### src/rtl/tlb_pkg.sv
package tlb_pkg;
    parameter int VA_W  = 14;
    parameter int OFF_W = 6;
    parameter int PPN_W = 6;
    parameter int SET_N = 4;
    parameter int WAY_N = 4;

    localparam int VPN_W = VA_W - OFF_W;
    localparam int SET_W = $clog2(SET_N);
    localparam int TAG_W = VPN_W - SET_W;
    localparam int WAY_W = $clog2(WAY_N);
    localparam int PA_W  = PPN_W + OFF_W;

    typedef struct packed {
        logic             valid;
        logic             glob;
        logic [TAG_W-1:0] tag;
        logic [PPN_W-1:0] ppn;
    } tlb_entry_t;

    typedef tlb_entry_t [WAY_N-1:0] tlb_set_t;

    typedef struct packed {
        tlb_set_t [SET_N-1:0]             sets;
        logic     [SET_N-1:0][WAY_W-1:0]  rr;
    } tlb_state_t;
endpackage

### src/rtl/tlb_way_match.sv
module tlb_way_match
    import tlb_pkg::*;
(
    input  tlb_set_t          set_i,
    input  logic [TAG_W-1:0]  tag_i,
    output logic [WAY_N-1:0]  match_o,
    output logic [PPN_W-1:0]  ppn_o
);
    // Parallel tag compare across all ways of one set
    for (genvar w = 0; w < WAY_N; w++) begin : g_cmp
        assign match_o[w] = set_i[w].valid && (set_i[w].tag == tag_i);
    end

    // At most one way matches, so an OR of gated PPNs selects it
    always_comb begin
        ppn_o = '0;
        for (int w = 0; w < WAY_N; w++) begin
            if (match_o[w]) ppn_o = ppn_o | set_i[w].ppn;
        end
    end
endmodule

### src/rtl/tlb_victim_sel.sv
module tlb_victim_sel
    import tlb_pkg::*;
(
    input  tlb_set_t          set_i,
    input  logic [WAY_N-1:0]  match_i,
    input  logic [WAY_W-1:0]  rr_i,
    output logic [WAY_W-1:0]  way_o,
    output logic              advance_o
);
    logic found;

    always_comb begin
        way_o     = rr_i;
        advance_o = 1'b1;
        found     = 1'b0;
        // First choice: lowest empty way
        for (int w = 0; w < WAY_N; w++) begin
            if (!found && !set_i[w].valid) begin
                way_o     = WAY_W'(w);
                advance_o = 1'b0;
                found     = 1'b1;
            end
        end
        // A page already held is rewritten where it sits
        if (|match_i) begin
            advance_o = 1'b0;
            for (int w = 0; w < WAY_N; w++) begin
                if (match_i[w]) way_o = WAY_W'(w);
            end
        end
    end
endmodule

### src/rtl/vpn_xlate_tlb.sv
module vpn_xlate_tlb
    import tlb_pkg::*;
(
    input  logic             clk,
    input  logic             rst_n,
    input  logic             lk_req,
    input  logic [VA_W-1:0]  lk_va,
    output logic             lk_hit,
    output logic             lk_miss,
    output logic [PA_W-1:0]  lk_pa,
    input  logic             fill_en,
    input  logic [VPN_W-1:0] fill_vpn,
    input  logic [PPN_W-1:0] fill_ppn,
    input  logic             fill_global,
    input  logic             flush
);
    tlb_state_t st_q, st_d;

    // Lookup path
    logic [SET_W-1:0] lk_set;
    logic [TAG_W-1:0] lk_tag;
    logic [WAY_N-1:0] lk_match;
    logic [PPN_W-1:0] lk_ppn;

    assign lk_set = lk_va[OFF_W +: SET_W];
    assign lk_tag = lk_va[VA_W-1 -: TAG_W];

    tlb_way_match u_lk_match (
        .set_i   (st_q.sets[lk_set]),
        .tag_i   (lk_tag),
        .match_o (lk_match),
        .ppn_o   (lk_ppn)
    );

    assign lk_hit  = lk_req && (|lk_match);
    assign lk_miss = lk_req && !(|lk_match);
    assign lk_pa   = lk_hit ? {lk_ppn, lk_va[OFF_W-1:0]} : '0;

    // Fill path
    logic [SET_W-1:0] f_set;
    logic [TAG_W-1:0] f_tag;
    logic [WAY_N-1:0] f_match;
    logic [PPN_W-1:0] f_ppn_unused;
    logic [WAY_W-1:0] f_way;
    logic             f_adv;

    assign f_set = fill_vpn[SET_W-1:0];
    assign f_tag = fill_vpn[VPN_W-1:SET_W];

    tlb_way_match u_fill_match (
        .set_i   (st_q.sets[f_set]),
        .tag_i   (f_tag),
        .match_o (f_match),
        .ppn_o   (f_ppn_unused)
    );

    tlb_victim_sel u_victim (
        .set_i     (st_q.sets[f_set]),
        .match_i   (f_match),
        .rr_i      (st_q.rr[f_set]),
        .way_o     (f_way),
        .advance_o (f_adv)
    );

    // Next-state process: flush outranks fill
    always_comb begin
        st_d = st_q;
        if (flush) begin
            for (int s = 0; s < SET_N; s++) begin
                for (int w = 0; w < WAY_N; w++) begin
                    if (!st_q.sets[s][w].glob) st_d.sets[s][w].valid = 1'b0;
                end
            end
        end else if (fill_en) begin
            st_d.sets[f_set][f_way].valid = 1'b1;
            st_d.sets[f_set][f_way].glob  = fill_global;
            st_d.sets[f_set][f_way].tag   = f_tag;
            st_d.sets[f_set][f_way].ppn   = fill_ppn;
            if (f_adv) st_d.rr[f_set] = f_way + 1'b1;
        end
    end

    always_ff @(posedge clk) begin
        if (!rst_n) st_q <= '0;
        else        st_q <= st_d;
    end
endmodule

### config.mk
export PLATFORM = sky130hd
export DESIGN_NAME = vpn_xlate_tlb
export DESIGN_NICKNAME = d
export VERILOG_FILES = /design/src/rtl/tlb_pkg.sv /design/src/rtl/tlb_way_match.sv /design/src/rtl/tlb_victim_sel.sv /design/src/rtl/vpn_xlate_tlb.sv
export SDC_FILE = /design/constraint.sdc
export NUM_CORES = 1
export LEC_CHECK = 0
export BUFFER_PORTS_ARGS = -buffer_cell sky130_fd_sc_hd__clkbuf_2
export CAP_MARGIN = 15
export CORE_UTILIZATION = 35
export CTS_BUF_LIST = sky130_fd_sc_hd__clkbuf_8
export DETAILED_ROUTE_END_ITERATION = 10
export PLACE_DENSITY = 0.61
export SETUP_SLACK_MARGIN = 0.5
export SLEW_MARGIN = 20
export SYNTH_ARGS = -nofsm -noshare
export SYNTH_HDL_FRONTEND = slang
export SYNTH_SLANG_ARGS = --single-unit
### constraint.sdc
create_clock -name clk -period 3.94 [get_ports clk]
set_clock_uncertainty 0.15 [all_clocks]
set_input_delay 0.788 -clock clk [delete_from_list [all_inputs] [get_ports clk]]
set_output_delay 0.788 -clock clk [all_outputs]
set_load 0.01 [all_outputs]
==> results of run 1 <==
==> kinds of logic (layout without fill, tap and decap cells) <==
kind of cell / Yosys count / count (layout)
and+or+nand+nor: 489 / 492
adders and majority gates: 4 / 4
muxes: 112 / 112
xor gates and xnor gates: 48 / 48
AOI/OAI and AO/OA: 240 / 240
DFF: 232 / 232
buffers and inverters: 112 / 254
==> timing repair <==
action                     CTS  global route
setup buffers                1            21
gates cloned                 0             8
pin swaps                    4            62
resized for setup           10           220
hold buffers                 0             0
setup endpoints to repair   14           203
==> cell type report <==
cell class                      instances  area (um2)
Clock inverter                         17         113
Clock buffer                           49         674
Fill cell                            3009       17400
Timing Repair Buffer                  178        1880
Tap cell                              442         553
Inverter                               10        37.5
Multi-Input combinational cell        896        7210
Sequential cell                       232        4640
==> placed cells by master, fill, tap and decap left out, types with 6 or more instances in the layout <==
cell type / count
a21boi_0: 83
a21boi_1: 98
a21boi_2: 18
a21oi_1: 9
a22oi_1: 6
buf_12: 37
buf_4: 75
buf_6: 21
clkbuf_2: 34
clkbuf_8: 49
dfxtp_1: 232
inv_1: 19
mux2i_1: 28
mux4_2: 82
nand2_1: 326
nand2_2: 32
nand2_4: 18
nand3_1: 8
nand4_1: 14
nor2_4: 13
nor2b_1: 35
o21ai_0: 16
xnor2_1: 20
xor2_1: 19
==> synthesized netlist by cell type, drive strengths merged, types with 5 or more instances <==
master,number
nand2,378
dfxtp,232
a21boi,199
mux4,82
clkbuf,81
nor2b,39
mux2i,30
xnor2,25
xor2,23
buf,21
nor2,20
o21ai,16
nand4,14
nand3,13
a21oi,12
inv,10
a22oi,6
nor4,6
and2,5
==> power groups by stage <==
| stage | sequential (mW) | combinational (mW) | clock (mW) |
|---|---|---|---|
| 5_1_grt | 2.37 | 0.460 | 2.34 |
| 3_5_place_dp | 2.42 | 0.372 | 0 |
| 3_3_place_gp | 2.42 | 0.370 | 0 |
| 6_report | 2.37 | 0.438 | 2.18 |
| 4_1_cts | 2.37 | 0.380 | 2.23 |
| 2_1_floorplan | 2.42 | 0.244 | 0 |
==> per-stage QoR <==
step / hold slack (ns) / area, um2 / std cells
floorplan: 0.282 / 12100 / 1237
global placement: 0.288 / 13400 / 1728
detailed placement: 0.292 / 13400 / 1728
CTS: 0.300 / 14200 / 1795
global route: 0.312 / 15100 / 1824
finish: 0.298 / 15100 / 1824
==> path summary, 6_finish.rpt <==
check | to | slack, ns
worst min-delay path | st_q[79] | 0.30
worst min register to register | st_q[79] | 0.30
worst max-delay path | lk_pa[9] | -0.03
worst max register to register | st_q[84] | 0.67
==> metal layers <==
layer | global-route usage [%] | up-vias | share of wire [%]
met5 | 0 | - | 0
met4 | 5.10 | 0 | 2.5
met2 | 33.4 | 289 | 49
met3 | 3.23 | 59 | 5.8
li1 | - | 4501 | -
met1 | 25.8 | 4694 | 42
==> critical path: cells and delay by family <==
kind / cells / cell delay [ns]
simple gates: 3 / 0.91
buf+inv: 5 / 0.59
mux: 1 / 0.49
xor+xnor: 1 / 0.15
compound gates: 1 / 0.09
==> flow_metrics.tcl, run 1 <==
set metrics [dict create \
    synthFlopType "dfxtp_1" \
    synth_edf_count 0 \
    path_cells "buf_12 -> buf_12 -> buf_6 -> mux4_2 -> xor2_1 -> or4_4 -> nor4b_4 -> nand2b_4 -> buf_12 -> a21oi_4 -> buf_2" \
    ant_nets 0 \
    cts-root-buf "clkbuf_8" \
    yosysWarnings 0 \
    critical_path_required_ns 3.00 \
    syn_to_final_growth_pct 30.3 \
    via_count 9543 \
    reg2reg_depth 15 \
    p_comb_share_pct 8.8 \
    ir_drop_mv 0.186 \
    power_density_nw_per_um2 330 \
    power.total_mw 4.99 \
    outcome "finished with violations" \
    overflow 0 \
    hold_violations 0 \
    chipWidth_um 184 \
    slowest_delay_ns 0.56 \
    fin_crit_ns 3.97 \
    p_sw_share_pct 24.9 \
    setup_tns_ns -0.117 \
    critPathSlowestCell "or4_4" \
    nets 1396 \
    antenna_cells 0 \
    grt_pass1_vias 8984 \
    synth_top_family_by_area "multiplexers" \
    cp-start-kind "input pin" \
    grt_pass1_wl_um 51300 \
    worst_slack_ns -0.0347 \
    worstPathArrival_ns 3.04 \
    cap_violations 0 \
    synthMuxAreaShare_pct 18.5 \
    ios 48 \
    p_leak_nw 5.49 \
    crit_start "lk_va[6]" \
    drive_gt1_share_pct 32.7 \
    cp_common_cell "buf_12" \
    hold_depth 2 \
    drtIter0Drc 668 \
    track_usage_pct 19.7 \
    maxSlewViolCount 0 \
    pwr-share-clk_pct 43.7 \
    p_int_mw 3.74 \
    synth.largest_area_cell "dfxtp_1" \
    wire_per_inst_um 19.2 \
    regMostFlops "st_q" \
    fin_util_pct 46.4 \
    viasPerCell 5.23 \
    slew-limit-headroom_pct 17.8 \
    cts_buffers 40 \
    synthXorXnorAreaFrac_pct 3.62 \
    clkSinkCount 232 \
    synth_area_um2 11600 \
    p_sw_mw 1.24 \
    cp_max_fo 7 \
    fmax_mhz 252 \
    synth_top_area_share_pct 40.0 \
    synth_area_per_cell_um2 9.38 \
    die_area_um2 33900 \
    synth-adder-area-share_pct 0.431 \
    ys_ff_latch 232 \
    yosys.cell_types.count 37 \
    largest_register_ffs 232 \
    pwr-share-seq_pct 47.5 \
    ys_async_sr_fraction_pct 0 \
    start_util_pct 35.7 \
    top_regs "st_q: 232 flops" \
    port-buffer-count 47 \
    reg2reg_from "st_q[196]" \
    die_y_um 184 \
    grt_max_degree 95 \
    worstHoldStart "st_q[79]" \
    drc 0 \
    yosysSeqAreaShare_pct 40.0 \
    pre_cts_slack_ns -0.224 \
    clk_pin_slew_ns 0.06 \
    rows 66 \
    syn_inst 1237 \
    fin_crit_sh_pct 101 \
    dr.pass1.iters 5 \
    hp-class "reg2reg" \
    synth_area_leaders "dfxtp_1 (40%), mux4_2 (16%), a21boi_0 (13%)" \
    yosys.area_share.simple_pct 18.0 \
    globalplace.congestion 0.860 \
    grt_antenna_before_repair 0 \
    hpwl_um 22600 \
    critical_path_class "in2out" \
    setup_viol 7 \
    cts_tree "done" \
    violations "negative setup slack" \
    core_um2 32500 \
    htree_levels 2 \
    worst_pin_slew_ns 1.23 \
    syn_nets 1275 \
    wl_um 35000 \
    clk_path_buf_depth 3 \
    synth_compound_area_share_pct 15.1 \
    grt_setup_unrepaired "yes" \
    clk_latency_ns 0.56 \
    critPathCaptureType "output pin" \
]
No activity file was read; power rests on OpenSTA's default activity.
==> inputs of run 2 (changes only) <==
==> constraint.sdc (replaced) <==
create_clock -name clk -period 3.94 [get_ports clk]
set_clock_uncertainty 0.15 [all_clocks]
set_input_delay 0.788 -clock clk [delete_from_list [all_inputs] [get_ports clk]]
set_output_delay 0.788 -clock clk [all_outputs]
set_load 0.02 [all_outputs]
==> flow_metrics.tcl, run 2 (same netlist as run 1, synthesis figures left out) <==
set metrics [dict create \
    outcome "finished with violations" \
    violations "negative setup slack" \
    wl_met3_um 2210 \
    nets 1401 \
    hold_violations 0 \
    overflow 0 \
    drive_gt1_share_pct 41.9 \
    dr.pass1.iters 5 \
    clk_path_buf_depth 3 \
    ir_drop_mv 0.197 \
    wl_um 37600 \
    critical_path_class "in2out" \
    cts_buffers 41 \
    hpwl_um 22700 \
    regMostFlops "st_q" \
    reg2reg_from "st_q[127]" \
    fmax_mhz 246 \
    place_area_um2 13300 \
    hold_depth 2 \
    ios 48 \
    multi_input_area_um2 7890 \
    cts_tree "done" \
    drc 0 \
    port-buffer-count 47 \
    holdWs_ns 0.300 \
    fin_area_um2 16200 \
    start_util_pct 35.7 \
    worst_slack_ns -0.122 \
    power.total_mw 5.16 \
    chipWidth_um 184 \
    largest_register_ffs 232 \
    worstHoldStart "st_q[69]" \
    clk_pin_slew_ns 0.06 \
    hold_buffers 0 \
    wire_per_inst_um 20.5 \
    clkSinkCount 232 \
    met2WireLength_um 18200 \
    final_cell_mix "nand2_1 (248), dfxtp_1 (232), a21boi_1 (108), mux4_2 (82), nand2_2 (68)" \
    ff_latch_area_um2 4640 \
    slew-limit-headroom_pct 9.62 \
    die_y_um 184 \
    fin_crit_ns 4.06 \
    htree_levels 2 \
    core_um2 32500 \
    grt_max_degree 112 \
    antenna_cells 0 \
    via_count 9860 \
    setup_viol 13 \
    grt_pass1_wl_um 53800 \
    p_leak_nw 5.85 \
    cap_violations 0 \
    viasPerCell 5.38 \
    top_regs "st_q: 232 flops" \
    placed_cells 1721 \
    wl_met1_um 15800 \
    syn_to_final_growth_pct 39.8 \
    cp_max_fo 7 \
    crit_start "lk_va[6]" \
    power_density_nw_per_um2 318 \
    cts-root-buf "clkbuf_8" \
    critPathCaptureType "output pin" \
    stdcell_count 1834 \
    worst_pin_slew_ns 1.35 \
    setup_tns_ns -1.17 \
    globalplace.congestion 0.855 \
    fill_cells 2909 \
    worstPathArrival_ns 3.12 \
    grt_antenna_before_repair 0 \
    clk_latency_ns 0.56 \
    hp-class "reg2reg" \
    track_usage_pct 20.7 \
    grt_setup_unrepaired "yes" \
    rows 66 \
    maxSlewViolCount 0 \
    ant_nets 0 \
    final_common_cell "nand2_1" \
    fin_util_pct 49.9 \
    drtIter0Drc 782 \
    pre_cts_slack_ns -0.323 \
    fin_crit_sh_pct 103 \
    top_layer_used "met4" \
    grt_pass1_vias 9347 \
    die_area_um2 33900 \
    cp-start-kind "input pin" \
    reg2reg_depth 16 \
    critical_path_required_ns 3.00 \
]
[run 2: cell count changes in the layout (fill, tap and decap cells not counted), moves of 6 or more]
| cell | delta |
|---|---|
| buf_6 | +8 |
| a21boi_2 | +31 |
| buf_4 | -16 |
| nand3_4 | +8 |
| clkbuf_8 | +10 |
| nand2_1 | -78 |
| a21boi_1 | +10 |
| buf_16 | +6 |
| clkbuf_16 | +7 |
| nand2_4 | +43 |
| a21boi_0 | -41 |
| buf_8 | +11 |
| nand2_2 | +36 |
[run 2: power by group]
| group | leakage [nW] | internal, mW | switching [mW] | total, mW |
|---|---|---|---|---|
| sequential | 1.87 | 2.36 | 0.00992 | 2.37 |
| combinational | 3.50 | 0.210 | 0.263 | 0.473 |
| clock | 0.483 | 1.28 | 1.03 | 2.31 |
| total | 5.85 | 3.85 | 1.30 | 5.16 |
[run 2: worst paths after layout]
kind               end  slack [ns]
max          lk_pa[11]       -0.12
min           st_q[69]        0.30
min reg2reg   st_q[69]        0.30
max reg2reg   st_q[55]        0.57
[run 2: critical path, stage by stage]
cell	delay (ns)
buf_16	0.13
buf_12	0.15
buf_4	0.12
mux4_2	0.52
xor2_2	0.22
nor4_4	0.08
buf_4	0.15
nor4b_4	0.36
nand2b_4	0.24
buf_12	0.14
a21oi_2	0.04
clkbuf_8	0.17
[run 2: final cells by class]
cell class | instances | area share [%]
clock buffers | 57 | 4.84
clock inverters | 15 | 0.463
inverters | 10 | 0.247
multi-input cells | 896 | 48.6
flip-flops and latches | 232 | 28.6
well taps | 442 | 3.41
repair buffers | 182 | 13.8
[run 2: what timing repair did]
item	4_1_cts	5_1_grt
cloned	6	14
setup buffers	11	10
setup endpoints to repair	175	195
resized for setup	66	416
pin swaps	26	182
[run 2: layer usage]
layer  up-vias  GRT usage [%]
met5         -              0
met4         0           7.30
met3       100           3.57
met2       328           34.0
met1      4912           27.3
li1       4520              -
==> inputs of run 3 (changes only) <==
--- a/config.mk
+++ b/config.mk
@@ -10,7 +10,8 @@
 export CORE_UTILIZATION = 35
 export CTS_BUF_LIST = sky130_fd_sc_hd__clkbuf_8
 export DETAILED_ROUTE_END_ITERATION = 10
-export PLACE_DENSITY = 0.61
+export GPL_TIMING_DRIVEN = 0
+export PLACE_DENSITY = 0.59
 export SETUP_SLACK_MARGIN = 0.5
 export SLEW_MARGIN = 20
 export SYNTH_ARGS = -nofsm -noshare
==> constraint.sdc (replaced) <==
create_clock -name clk -period 4.19 [get_ports clk]
set_clock_uncertainty 0.15 [all_clocks]
set_input_delay 0.838 -clock clk [delete_from_list [all_inputs] [get_ports clk]]
set_output_delay 0.838 -clock clk [all_outputs]
set_load 0.02 [all_outputs]
==> flow_metrics.tcl, run 3 (same netlist as run 1, synthesis figures left out) <==
set metrics [dict create \
    outcome "finished, final reports clean" \
    drive_gt1_share_pct 26.0 \
    worstHoldStart "st_q[132]" \
    fin_crit_sh_pct 99.7 \
    syn_to_final_growth_pct 27.0 \
    clk_pin_slew_ns 0.05 \
    die_y_um 184 \
    ios 48 \
    p_comb_share_pct 9.1 \
    clk_latency_ns 0.56 \
    fin_util_pct 45.3 \
    reg2reg_from "st_q[183]" \
    top_regs "st_q: 232 flops" \
    grt_setup_unrepaired "yes" \
    maxSlewViolCount 0 \
    cts_buffers 42 \
    dr.pass1.iters 5 \
    final_common_cell "nand2_1" \
    clkSinkCount 232 \
    pwr-share-clk_pct 43.9 \
    ant_nets 0 \
    grt_pass1_vias 9728 \
    reg2reg_depth 15 \
    slew-limit-headroom_pct 39.5 \
    setup_viol 0 \
    overflow 0 \
    p_leak_nw 5.19 \
    via_count 9844 \
    cts_tree "done" \
    power.total_mw 4.73 \
    r2r_end "st_q[166]" \
    track_usage_pct 23.8 \
    rows 66 \
    cts-root-buf "clkbuf_8" \
    power_density_nw_per_um2 321 \
    nets 1414 \
    grt_pass1_wl_um 59600 \
    core_um2 32500 \
    critical_path_required_ns 3.20 \
    ir_drop_mv 0.175 \
    holdPathEnd "st_q[132]" \
    worstPathArrival_ns 3.19 \
    fill_cells 3090 \
    r2r_slack_ns 0.82 \
    pwr-share-seq_pct 47.1 \
    cp_max_fo 10 \
    final_cell_mix "nand2_1 (367), dfxtp_1 (232), a21boi_0 (180), mux4_2 (82), clkbuf_8 (69)" \
    chipWidth_um 184 \
    worst_pin_slew_ns 0.908 \
    drtIter0Drc 826 \
    start_util_pct 35.7 \
    holdWs_ns 0.305 \
    htree_levels 2 \
    regMostFlops "st_q" \
    hold_violations 0 \
    wire_per_inst_um 21.4 \
    critPathCaptureType "output pin" \
    grt_antenna_before_repair 0 \
    p_int_mw 3.50 \
    hpwl_um 28300 \
    drc 0 \
    die_area_um2 33900 \
    cp-start-kind "input pin" \
    fin_crit_ns 4.18 \
    globalplace.congestion 0.899 \
    p_sw_mw 1.23 \
    grt_max_degree 11 \
    clk_path_buf_depth 3 \
    p_sw_share_pct 26.0 \
    critical_path_class "in2out" \
    largest_register_ffs 232 \
    port-buffer-count 44 \
    hold_depth 2 \
    viasPerCell 5.32 \
    wl_um 39500 \
    fmax_mhz 239 \
    hp-class "reg2reg" \
    cap_violations 0 \
]
[run 3: changes by cell type in the layout (fill, tap and decap cells not counted), sizes merged]
cell / previous run / this run
clkinv: 3 / 4
and3: 5 / 3
buf: 138 / 82
diode: 0 / 2
inv: 21 / 26
nand2: 379 / 378
clkbuf: 101 / 167
[run 3: power groups by stage]
stage | Clock (mW) | Sequential [mW] | Combinational (mW)
6_report | 2.08 | 2.23 | 0.429
4_1_cts | 2.10 | 2.23 | 0.397
5_1_grt | 2.21 | 2.23 | 0.445
3_3_place_gp | 0 | 2.27 | 0.362
2_1_floorplan | 0 | 2.27 | 0.219
3_5_place_dp | 0 | 2.27 | 0.364
[run 3: worst max-delay path: stages]
cell      delay, ns
buf_6          0.17
buf_8          0.20
buf_6          0.21
clkbuf_1       0.62
mux4_2         0.41
a21oi_1        0.43
a21oi_2        0.11
clkbuf_8       0.17
[run 3: layout make-up]
cell class / count / area [um2] / share of cell area [%]
antenna: 2 / 5.00 / 0.0340
buffer: 102 / 796 / 5.40
clock buffer: 52 / 716 / 4.86
clock inverter: 21 / 87.6 / 0.594
inverter: 10 / 37.5 / 0.255
multi-input combinational: 893 / 7020 / 47.6
sequential: 232 / 4640 / 31.5
tap: 442 / 553 / 3.75
timing repair buffer: 95 / 882 / 5.99
[run 3: metal layers]
layer	global-route usage (%)	up-vias	share of wire, %
met5	0	-	0
met1	31.2	4895	43
met3	3.70	83	6.5
met2	39.4	342	47
li1	-	4524	-
met4	8.70	0	3.2
[run 3: how the worst max path moves through the flow]
| stage | startpoint | end | slack [ns] | depth (start not counted) |
|---|---|---|---|---|
| after floorplan | lk_va[6] | lk_pa[10] | 0.24 | 9 |
| after global placement | fill_vpn[1] | st_q[205] | -1.04 | 14 |
| after detailed placement | fill_vpn[1] | st_q[208] | -0.74 | 15 |
| after CTS | lk_va[6] | lk_pa[10] | 0.01 | 10 |
| after global routing | lk_va[6] | lk_pa[7] | 0.002 | 10 |
| final | lk_va[7] | lk_pa[11] | 0.01 | 8 |
[run 3: repair_timing]
item / CTS / global route
pin swaps: 14 / 21
gates resized for setup: 135 / 93
hold buffers: 0 / 0
buffers inserted: 25 / 23
cloned: 1 / 2
setup endpoints to repair: 208 / 198
[run 3: through the flow]
stage / setup WS (ns) / std cells / TNS [ns] / area [um2]
2_1_floorplan: 0.239 / 1237 / 0 / 11800
3_3_place_gp: -1.04 / 1723 / -148.82 / 12600
3_5_place_dp: -0.737 / 1723 / -87.71 / 12600
4_1_cts: 0.0134 / 1822 / 0 / 14200
5_1_grt: 0.00174 / 1847 / 0 / 14700
6_report: 0.0133 / 1849 / 0 / 14700
